===== src/rtl/scsi_reg_pkg.sv =====
package scsi_reg_pkg;
    localparam int BYTE_W    = 8;
    localparam int NUM_SLOTS = 16;
    localparam int SLOT_W    = $clog2(NUM_SLOTS);

    // slot numbers whose position software relies on
    localparam logic [SLOT_W-1:0] SL_CNT_LO  = 4'd0;
    localparam logic [SLOT_W-1:0] SL_CNT_MID = 4'd1;
    localparam logic [SLOT_W-1:0] SL_CMD     = 4'd3;
    localparam logic [SLOT_W-1:0] SL_STAT    = 4'd4;
    localparam logic [SLOT_W-1:0] SL_INTR    = 4'd5;
    localparam logic [SLOT_W-1:0] SL_SEQ     = 4'd6;
    localparam logic [SLOT_W-1:0] SL_FLAGS   = 4'd7;
    localparam logic [SLOT_W-1:0] SL_CFG1    = 4'd8;
    localparam logic [SLOT_W-1:0] SL_CNT_HI  = 4'd14;

    // slots whose write lands only in the write-side copy
    localparam logic [NUM_SLOTS-1:0] WO_MASK = 16'b0000_0110_1111_0000;
    // slots where a write also updates the readable copy
    localparam logic [NUM_SLOTS-1:0] RW_MASK = 16'b1111_1001_0000_0000;

    // operation codes (command bits 6:0)
    localparam logic [6:0] OP_FLUSH   = 7'h01;
    localparam logic [6:0] OP_CHIPRST = 7'h02;
    localparam logic [6:0] OP_BUSRST  = 7'h03;
    localparam logic [6:0] OP_INIT_CC = 7'h11;
    localparam logic [6:0] OP_MSG_OK  = 7'h12;
    localparam logic [6:0] OP_SEL_EN  = 7'h44;

    // register values
    localparam logic [BYTE_W-1:0] ST_PEND   = 8'h80;
    localparam logic [BYTE_W-1:0] ST_ERRS   = 8'h60;
    localparam logic [BYTE_W-1:0] ST_TC     = 8'h10;
    localparam logic [BYTE_W-1:0] ST_PHASE  = 8'h07;
    localparam logic [BYTE_W-1:0] ST_TC_STS = 8'h13;
    localparam logic [BYTE_W-1:0] IC_FDONE  = 8'h08;
    localparam logic [BYTE_W-1:0] IC_BSVC   = 8'h10;
    localparam logic [BYTE_W-1:0] IC_DISC   = 8'h20;
    localparam logic [BYTE_W-1:0] IC_BRST   = 8'h80;
    localparam logic [BYTE_W-1:0] SQ_CDONE  = 8'h04;
    localparam logic [BYTE_W-1:0] CFG1_INIT = 8'h07;
    localparam logic [BYTE_W-1:0] ID_VALUE  = 8'h04;

    typedef logic [NUM_SLOTS-1:0][BYTE_W-1:0] bank_t;

    typedef struct packed {
        bank_t              rd;
        bank_t              sh;
        logic               dma;
        logic [BYTE_W-1:0]  rdata;
    } regs_t;

    typedef struct packed {
        logic [BYTE_W-1:0] stat;
        logic [BYTE_W-1:0] intr;
        logic [BYTE_W-1:0] seq;
        logic [BYTE_W-1:0] flags;
        logic              chip_reset;
    } upd_t;
endpackage


===== src/rtl/scsi_slot_decode.sv =====
module scsi_slot_decode
    import scsi_reg_pkg::*;
#(
    parameter int ADDR_W     = 6,
    parameter int ADDR_SHIFT = 2
) (
    input  logic [ADDR_W-1:0]    addr,
    output logic [SLOT_W-1:0]    slot,
    output logic [NUM_SLOTS-1:0] sel,
    output logic                 wo_hit,
    output logic                 rw_hit
);
    localparam logic [ADDR_W-1:0] SHIFTED_UNUSED = '0;

    always_comb begin
        slot = SLOT_W'((addr | SHIFTED_UNUSED) >> ADDR_SHIFT);
    end

    for (genvar i = 0; i < NUM_SLOTS; i++) begin : g_sel
        assign sel[i] = (slot == SLOT_W'(i));
    end

    assign wo_hit = |(sel & WO_MASK);
    assign rw_hit = |(sel & RW_MASK);
endmodule


===== src/rtl/scsi_cmd_exec.sv =====
module scsi_cmd_exec
    import scsi_reg_pkg::*;
(
    input  logic [BYTE_W-1:0] cmd_i,
    input  logic [BYTE_W-1:0] stat_i,
    input  logic [BYTE_W-1:0] intr_i,
    input  logic [BYTE_W-1:0] seq_i,
    input  logic [BYTE_W-1:0] flags_i,
    input  logic              brst_mask_i,
    output upd_t              upd_o
);
    logic       dma_mode;
    logic [6:0] op;

    assign dma_mode = cmd_i[7];
    assign op       = cmd_i[6:0];

    always_comb begin
        upd_o.stat       = stat_i;
        upd_o.intr       = intr_i;
        upd_o.seq        = seq_i;
        upd_o.flags      = flags_i;
        upd_o.chip_reset = 1'b0;
        case (op)
            OP_FLUSH: begin
                upd_o.intr  = IC_FDONE;
                upd_o.seq   = '0;
                upd_o.flags = '0;
            end
            OP_CHIPRST: upd_o.chip_reset = 1'b1;
            OP_BUSRST: begin
                upd_o.intr = IC_BRST;
                if (!brst_mask_i) upd_o.stat = stat_i | ST_PEND;
            end
            OP_INIT_CC, OP_MSG_OK: begin
                // status-phase response
                if (dma_mode) begin
                    upd_o.stat = ST_TC_STS | ST_PEND;
                    upd_o.intr = IC_BSVC | IC_FDONE;
                    upd_o.seq  = SQ_CDONE;
                end else begin
                    upd_o.flags = 8'h02;
                    upd_o.stat  = stat_i | ST_PEND;
                end
                if (op == OP_INIT_CC) begin
                    upd_o.intr = IC_FDONE;
                    upd_o.stat = upd_o.stat | ST_PHASE;
                end else begin
                    upd_o.intr = IC_DISC;
                    upd_o.seq  = '0;
                end
            end
            OP_SEL_EN: upd_o.intr = '0;
            default: ;
        endcase
    end
endmodule


===== src/rtl/scsi_regblock.sv =====
module scsi_regblock
    import scsi_reg_pkg::*;
#(
    parameter int ADDR_W     = 6,
    parameter int ADDR_SHIFT = 2
) (
    input  logic              clk,
    input  logic              rst_n,
    input  logic [ADDR_W-1:0] bus_addr,
    input  logic              bus_wr,
    input  logic              bus_rd,
    input  logic [7:0]        bus_wdata,
    output logic [7:0]        bus_rdata,
    output logic              irq
);
    function automatic regs_t reset_val();
        regs_t r;
        r               = '0;
        r.rd[SL_CFG1]   = CFG1_INIT;
        r.rd[SL_CNT_HI] = ID_VALUE;
        return r;
    endfunction

    regs_t                 regs_d, regs_q;
    upd_t                  upd;
    logic [SLOT_W-1:0]     slot;
    logic [NUM_SLOTS-1:0]  sel;
    logic                  wo_hit, rw_hit;

    scsi_slot_decode #(.ADDR_W(ADDR_W), .ADDR_SHIFT(ADDR_SHIFT)) i_dec (
        .addr   (bus_addr),
        .slot   (slot),
        .sel    (sel),
        .wo_hit (wo_hit),
        .rw_hit (rw_hit)
    );

    scsi_cmd_exec i_exec (
        .cmd_i       (bus_wdata),
        .stat_i      (regs_q.rd[SL_STAT]),
        .intr_i      (regs_q.rd[SL_INTR]),
        .seq_i       (regs_q.rd[SL_SEQ]),
        .flags_i     (regs_q.rd[SL_FLAGS]),
        .brst_mask_i (regs_q.rd[SL_CFG1][6]),
        .upd_o       (upd)
    );

    always_comb begin
        regs_d = regs_q;
        if (bus_rd) begin
            regs_d.rdata = regs_q.rd[slot];
            if (sel[SL_INTR]) regs_d.rd[SL_STAT] = regs_q.rd[SL_STAT] & ~(ST_PEND | ST_ERRS);
        end
        if (bus_wr) begin
            regs_d.sh[slot] = bus_wdata;
            if (sel[SL_CNT_LO] || sel[SL_CNT_MID]) begin
                regs_d.rd[SL_STAT] = regs_d.rd[SL_STAT] & ~ST_TC;
            end else if (sel[SL_CMD]) begin
                regs_d.rd[SL_CMD] = bus_wdata;
                regs_d.dma        = bus_wdata[7];
                if (bus_wdata[7]) begin
                    regs_d.rd[SL_CNT_LO]  = regs_q.sh[SL_CNT_LO];
                    regs_d.rd[SL_CNT_MID] = regs_q.sh[SL_CNT_MID];
                end
                regs_d.rd[SL_STAT]  = upd.stat;
                regs_d.rd[SL_INTR]  = upd.intr;
                regs_d.rd[SL_SEQ]   = upd.seq;
                regs_d.rd[SL_FLAGS] = upd.flags;
                if (upd.chip_reset) begin
                    regs_d            = reset_val();
                    regs_d.sh[SL_CMD] = bus_wdata;
                    regs_d.rdata      = bus_rd ? regs_q.rd[slot] : regs_q.rdata;
                end
            end else if (rw_hit) begin
                regs_d.rd[slot] = bus_wdata;
            end
        end
    end

    always_ff @(posedge clk or negedge rst_n) begin
        if (!rst_n) regs_q <= reset_val();
        else        regs_q <= regs_d;
    end

    assign bus_rdata = regs_q.rdata;
    assign irq       = regs_q.rd[SL_STAT][7];


    intr_read_drops_irq_chk: assert property (@(posedge clk) disable iff (!rst_n)
        (bus_rd && !bus_wr && slot == SL_INTR) |=> !irq);


    bus_reset_masked_chk: assert property (@(posedge clk) disable iff (!rst_n)
        (bus_wr && !bus_rd && slot == SL_CMD && bus_wdata[6:0] == OP_BUSRST
         && regs_q.rd[SL_CFG1][6] && !irq) |=> !irq);


    chip_reset_ident_chk: assert property (@(posedge clk) disable iff (!rst_n)
        (bus_wr && slot == SL_CMD && bus_wdata[6:0] == OP_CHIPRST)
        |=> (regs_q.rd[SL_CNT_HI] == ID_VALUE && regs_q.rd[SL_CFG1] == CFG1_INIT && !irq));


    count_write_clears_tc_chk: assert property (@(posedge clk) disable iff (!rst_n)
        (bus_wr && (slot == SL_CNT_LO || slot == SL_CNT_MID)) |=> !regs_q.rd[SL_STAT][4]);


    write_only_stable_chk: assert property (@(posedge clk) disable iff (!rst_n)
        (bus_wr && !bus_rd && wo_hit) |=> $stable(regs_q.rd));
endmodule


===== config.mk =====
export PLATFORM = sky130hd
export DESIGN_NAME = scsi_regblock
export DESIGN_NICKNAME = d
export VERILOG_FILES = /design/src/rtl/scsi_reg_pkg.sv /design/src/rtl/scsi_slot_decode.sv /design/src/rtl/scsi_cmd_exec.sv /design/src/rtl/scsi_regblock.sv
export SDC_FILE = /design/constraint.sdc
export NUM_CORES = 1
export LEC_CHECK = 0
export BUFFER_PORTS_ARGS = -buffer_cell sky130_fd_sc_hd__buf_2
export CAP_MARGIN = 10
export CELL_PAD_IN_SITES_DETAIL_PLACEMENT = 0
export CELL_PAD_IN_SITES_GLOBAL_PLACEMENT = 2
export CORE_MARGIN = 5
export CORE_UTILIZATION = 45
export CTS_CLUSTER_DIAMETER = 200
export CTS_CLUSTER_SIZE = 28
export DETAILED_ROUTE_END_ITERATION = 10
export PLACE_DENSITY_LB_ADDON = 0.1
export SYNTH_ARGS = -nofsm -noshare
export SYNTH_HDL_FRONTEND = slang
export SYNTH_SLANG_ARGS = --single-unit

===== constraint.sdc =====
create_clock -name clk -period 2.5 [get_ports clk]
set_input_delay 0.75 -clock clk [delete_from_list [all_inputs] [get_ports clk]]
set_output_delay 0.75 -clock clk [all_outputs]
set_load 0.05 [all_outputs]

==> flow_metrics.tcl, run 1 <==
set metrics [dict create \
    die_w_um 138 \
    tightest_slew_ns 0.854 \
    synthDistinctLibCells 63 \
    cts_setup_buffers 0 \
    vias_per_cell 5.79 \
    hp-class "input port to asynchronous set/reset pin" \
    fin_crit_ns 2.19 \
    worstPathArrival_ns 2.54 \
    synth-seq-area-share_pct 51.9 \
    worstSetupPathType "input port to flip-flop" \
    cts_hold_buffers 0 \
    grt_first_pass_wirelength_um 31900 \
    setup.worst_path.end_class "flip-flop" \
    rsz0062_at_grt "no" \
    antenna_cells 0 \
    cts_tree "built" \
    setup_slack_ns 0.311 \
    synthArstFlopShare_pct 100 \
    root_buffer "clkbuf_16" \
    startpoint_type "input port" \
    r2r_slack_ns 0.89 \
    timing.fmax_mhz 457 \
    fin_util_pct 54.6 \
    ys_ff_latch 152 \
    core_area_um2 15900 \
    drt_iter0_markers 396 \
    rr_startpoint "regs_q[143]$_DFFE_PN0P_" \
    design_power_total_w 0.00619 \
    grt_pass1_vias 5435 \
    cts.sinks 152 \
    dp_cells 901 \
    p_leak_nw 4.11 \
    outcome "finished clean" \
    avgRoutedWirePerCell_um 21.5 \
    drive_gt1_share_pct 22.7 \
    initial_core_util_pct 46.0 \
    tns_ns 0 \
    clockBufferDepth 2 \
    post-place-ws_ns -0.163 \
    slowest_stage "o311ai_1" \
    postSynthNetCount 669 \
    firstDrtPassIters 5 \
    syn_inst 651 \
    synth_top_area_cell "dfrtp_1" \
    drv_cap 0 \
    yosys_most_used_dff "dfrtp_1" \
    required_ns 2.85 \
    grt_max_degree 59 \
    skew_ns 0.00910 \
    synth-compound-area-share_pct 16.1 \
    powerDensity_nw_per_um2 711 \
    synth.area.top_cells "dfrtp_1 (50%), mux2i_1 (7.9%), mux4_2 (3.7%)" \
    num-fill-cells 1419 \
    synth_top_family_by_area "compound AO/OA/AOI/OAI gates" \
    synth_xor_xnor_area_share_pct 0.239 \
    most-common-layout-cells "dfrtp_1 (148), buf_4 (66), nand2_1 (58), mux2i_1 (58), and2_1 (38)" \
    synth_enable_flop_cells 0 \
    antenna_found_initial 0 \
    finalMaxSlewViolations 0 \
    cp_top_family "simple AND/OR/NAND/NOR gates" \
    crit_buf_inv 2 \
    rows 46 \
    yosys_warnings 0 \
    io_buffers 24 \
    crit_start "bus_wdata[2]" \
    synth_area_um2 7340 \
    die_height_um 138 \
    post_cts_resized 0 \
    grtUsageTotal_pct 22.5 \
    final_nets 722 \
    dieArea_um2 19000 \
    overflow 0 \
    synth-simple-area-share_pct 14.9 \
    slew_headroom_pct 42.2 \
    path_clk_slew_ns 0.06 \
    timing.final.crit_share_pct 87.6 \
    boundaryPins 27 \
    cp_cell_sequence "buf_2 -> buf_4 -> nor4_2 -> nand2_1 -> o311ai_1 -> and2_1" \
    path_max_fanout 10 \
    cts_buffers 17 \
    hold_viol 0 \
    place_hpwl_um 14100 \
    place.gp.congestion 0.823 \
    ant_nets 0 \
    wirelength_um 20000 \
    ir_drop_mv 0.642 \
    post_synth_mux_area_share_pct 12.2 \
    synth_adder_area_share_pct 0 \
    stdcell_count 933 \
    slowest_delay_ns 0.73 \
    yosysTopAreaCellShare_pct 50.5 \
    insertion_delay_ns 0.43 \
    drc 0 \
    syn_avg_cell_area_um2 11.3 \
    setup-violations-final 0 \
    final_common_cell "dfrtp_1" \
    vias 5406 \
    ctsHtreeMaxLevel 4 \
    syn_to_final_growth_pct 18.6 \
]
-- path summary, 6_finish.rpt --
kind | to | depth (start not counted)
max | regs_q[191]$_DFFE_PN0P_ | 6
min | regs_q[228]$_DFFE_PN0P_ | 1
max reg2reg | bus_rdata[6]$_DFFE_PN0P_ | 4
min reg2reg | regs_q[251]$_DFFE_PN1P_ | 2
max in group asynchronous | regs_q[202]$_DFFE_PN1P_ | 2
min in group clk | regs_q[251]$_DFFE_PN1P_ | 2
-- worst reg2reg max path, cell delays in order, from the launching register on --
cell       delay, ns
dfrtp_1         0.41
mux4_2          0.49
a2bb2oi_1       0.27
o221ai_1        0.16
o22a_1          0.17
-- registers in the layout, indices dropped and copies added, names as in the netlist --
register   flops
bus_rdata      8
regs_q       143
irq            1
-- logic make-up after synthesis --
family	Yosys count
simple gates	192
xor+xnor	2
mux	74
buf+inv	76
flops	152
compound gates	155
-- cell usage after synthesis (3+ instances only) --
| library cell | count |
|---|---|
| a21boi_0 | 3 |
| a21o_1 | 16 |
| a21oi_1 | 8 |
| a22o_1 | 21 |
| a31oi_1 | 16 |
| and2_1 | 38 |
| buf_1 | 8 |
| buf_2 | 17 |
| buf_4 | 11 |
| clkbuf_1 | 27 |
| dfrtp_1 | 148 |
| dfstp_2 | 4 |
| inv_1 | 13 |
| mux2_2 | 3 |
| mux2i_1 | 58 |
| mux4_2 | 12 |
| nand2_1 | 58 |
| nand2b_1 | 7 |
| nand3_1 | 3 |
| nand3b_1 | 6 |
| nand4_1 | 5 |
| nor2_1 | 23 |
| nor2b_1 | 10 |
| nor3_1 | 5 |
| nor4_1 | 17 |
| o211ai_1 | 3 |
| o21ai_0 | 15 |
| o221ai_1 | 8 |
| o22ai_1 | 20 |
| o2bb2ai_1 | 22 |
| or3_1 | 3 |
-- routing by layer --
layer | GRT usage (%) | part of all wire [%]
met1 | 34.3 | 50
met2 | 33.4 | 45
met3 | 4.27 | 4.0
met4 | 4.83 | 1.0
met5 | 0 | 0
-- area by class of cell --
class                   count  area (um^2)  share of cell area, %
clock buffers              18          439                   5.04
repair buffers             97          777                   8.92
flip-flops and latches    152         3810                   43.7
multi-input cells         423         3190                   36.6
well taps                 216          270                   3.10
inverters                  13         48.8                  0.560
clock inverters            14          174                   2.00
-- report_power, final --
group / switching, W / total, W / leakage, nW / internal (W)
sequential: 0.000111 / 0.00277 / 2.04 / 0.00266
combinational: 0.000445 / 0.000759 / 1.79 / 0.000313
clock: 0.00106 / 0.00266 / 0.288 / 0.00160
total: 0.00162 / 0.00619 / 4.11 / 0.00457
-- per-stage QoR --
step	hold WS [ns]	cell area [um^2]
final	0.263	8710
after global routing	0.281	8710
after CTS	0.263	8710
after detailed placement	0.462	8090
after global placement	0.452	8090
after floorplan	0.441	7340
Note: power is estimated with default switching activity, not from simulation.
==> inputs of run 2 (changes only) <==
--- a/config.mk
+++ b/config.mk
@@ -14,7 +14,7 @@
 export CTS_CLUSTER_DIAMETER = 200
 export CTS_CLUSTER_SIZE = 28
 export DETAILED_ROUTE_END_ITERATION = 10
-export PLACE_DENSITY_LB_ADDON = 0.1
+export PLACE_DENSITY = 0.81
 export SYNTH_ARGS = -nofsm -noshare
 export SYNTH_HDL_FRONTEND = slang
 export SYNTH_SLANG_ARGS = --single-unit
==> flow_metrics.tcl, run 2 (synthesis gave the netlist of run 1 again) <==
set metrics [dict create \
    timing.fmax_mhz 455 \
    hold_viol 0 \
    reg2reg_depth 4 \
    place.gp.congestion 0.859 \
    vias 5539 \
    seq_power_share_pct 45.4 \
    stdcell_count 929 \
    drive_gt1_share_pct 22.2 \
    path_clk_slew_ns 0.07 \
    top_layer_used "met4" \
    drc 0 \
    io_buffers 24 \
    switching_power_w 0.00162 \
    setup.worst_path.end_class "flip-flop" \
    slew_headroom_pct 35.2 \
    insertion_delay_ns 0.43 \
    r2r_slack_ns 0.93 \
    rr_startpoint "regs_q[167]$_DFFE_PN0P_" \
    dp_cells 897 \
    required_ns 2.81 \
    final_nets 718 \
    grt_pass1_vias 5487 \
    timing.final.crit_share_pct 87.9 \
    outcome "finished clean" \
    root_buffer "clkbuf_16" \
    cts_tree "built" \
    core_area_um2 15900 \
    grt_max_degree 60 \
    post_cts_resized 0 \
    wl_met3_um 1180 \
    finalMaxSlewViolations 0 \
    p_int_w 0.00447 \
    setup-violations-final 0 \
    multiInputGateArea_um2 3190 \
    die_height_um 138 \
    pwr-share-clk_pct 42.0 \
    ctsHtreeMaxLevel 4 \
    overflow 0 \
    syn_to_final_growth_pct 17.9 \
    antenna_found_initial 0 \
    path_max_fanout 7 \
    vias_per_cell 5.96 \
    firstDrtPassIters 5 \
    finalInstanceArea_um2 8650 \
    cts_buffers 17 \
    top_register "regs_q" \
    final_common_cell "dfrtp_1" \
    largest_reg_flops 143 \
    design_power_total_w 0.00609 \
    ir_drop_mv 0.506 \
    die_w_um 138 \
    tightest_slew_ns 0.957 \
    comb_power_share_pct 12.5 \
    avgRoutedWirePerCell_um 21.7 \
    wirelength_um 20100 \
    cts.sinks 152 \
    worstSetupPathType "input port to flip-flop" \
    fin_crit_ns 2.20 \
    place_hpwl_um 14100 \
    met2_wirelength_um 9190 \
    grt_first_pass_wirelength_um 31600 \
    skew_ns 0.00814 \
    grtUsageTotal_pct 22.4 \
    drv_cap 0 \
    cts_setup_buffers 0 \
    ant_nets 0 \
    dieArea_um2 19000 \
    drt-met1-wl_um 9450 \
    most-common-layout-cells "dfrtp_1 (148), buf_4 (62), nand2_1 (58), mux2i_1 (58), and2_1 (38)" \
    powerDensity_nw_per_um2 704 \
    worstPathArrival_ns 2.50 \
    rows 46 \
    r2r-end "bus_rdata[6]$_DFFE_PN0P_" \
    dpl_cell_area_um2 8060 \
    num-fill-cells 1382 \
    drt_iter0_markers 465 \
    seq_area_um2 3810 \
    sw_frac_of_total_pct 26.6 \
    boundaryPins 27 \
    hp-class "input port to asynchronous set/reset pin" \
    clockBufferDepth 2 \
    initial_core_util_pct 46.0 \
    p_leak_nw 4.08 \
    startpoint_type "input port" \
    antenna_cells 0 \
    cts_hold_buffers 0 \
    rsz0062_at_grt "no" \
    timing.hold.ws_ns 0.290 \
]
run 2: how the worst max path moves through the flow:
stage / start / to / cells past startpoint
finish: bus_wdata[2] / regs_q[190]$_DFFE_PN0P_ / 6
global route: bus_wdata[2] / regs_q[188]$_DFFE_PN0P_ / 6
CTS: bus_wdata[2] / regs_q[190]$_DFFE_PN0P_ / 6
detailed placement: bus_wdata[2] / regs_q[190]$_DFFE_PN0P_ / 6
global placement: bus_wdata[2] / regs_q[192]$_DFFE_PN0P_ / 6
floorplan: bus_wdata[2] / regs_q[233]$_DFFE_PN0P_ / 6
run 2: critical path, cell delays in order:
cell and delay, ns:
buf_2 0.10, or4_1 0.59, buf_4 0.20, a21oi_1 0.23, o311ai_1 0.34, and2_1 0.29
run 2: layout make-up:
class	instances	share of cell area [%]
Multi-Input combinational cell	423	36.9
Tap cell	216	3.12
Sequential cell	152	44.0
Inverter	13	0.564
Clock inverter	13	1.69
Clock buffer	19	5.12
Timing Repair Buffer	93	8.63
run 2: per-stage QoR:
step	util, %	worst slack (ns)	setup TNS (ns)
finish	54.3	0.303	0
global route	54.3	0.203	0
CTS	54.3	0.327	0
detailed placement	50.6	-0.100	-1.61
global placement	50.6	-0.0690	-0.601
floorplan	-	0.121	0
run 2: power by group through the flow:
stage               registers, W  clock network (W)  logic, W
floorplan                0.00277                  0  0.000507
global placement         0.00279                  0  0.000749
detailed placement       0.00281                  0  0.000763
CTS                      0.00276            0.00259  0.000770
global route             0.00278            0.00271  0.000831
finish                   0.00277            0.00256  0.000764
run 2: metal layers:
metal	vias up	GRT usage (%)
met1	2825	32.9
li1	2485	-
met2	204	33.5
met4	0	6.26
met5	-	0
met3	25	5.19
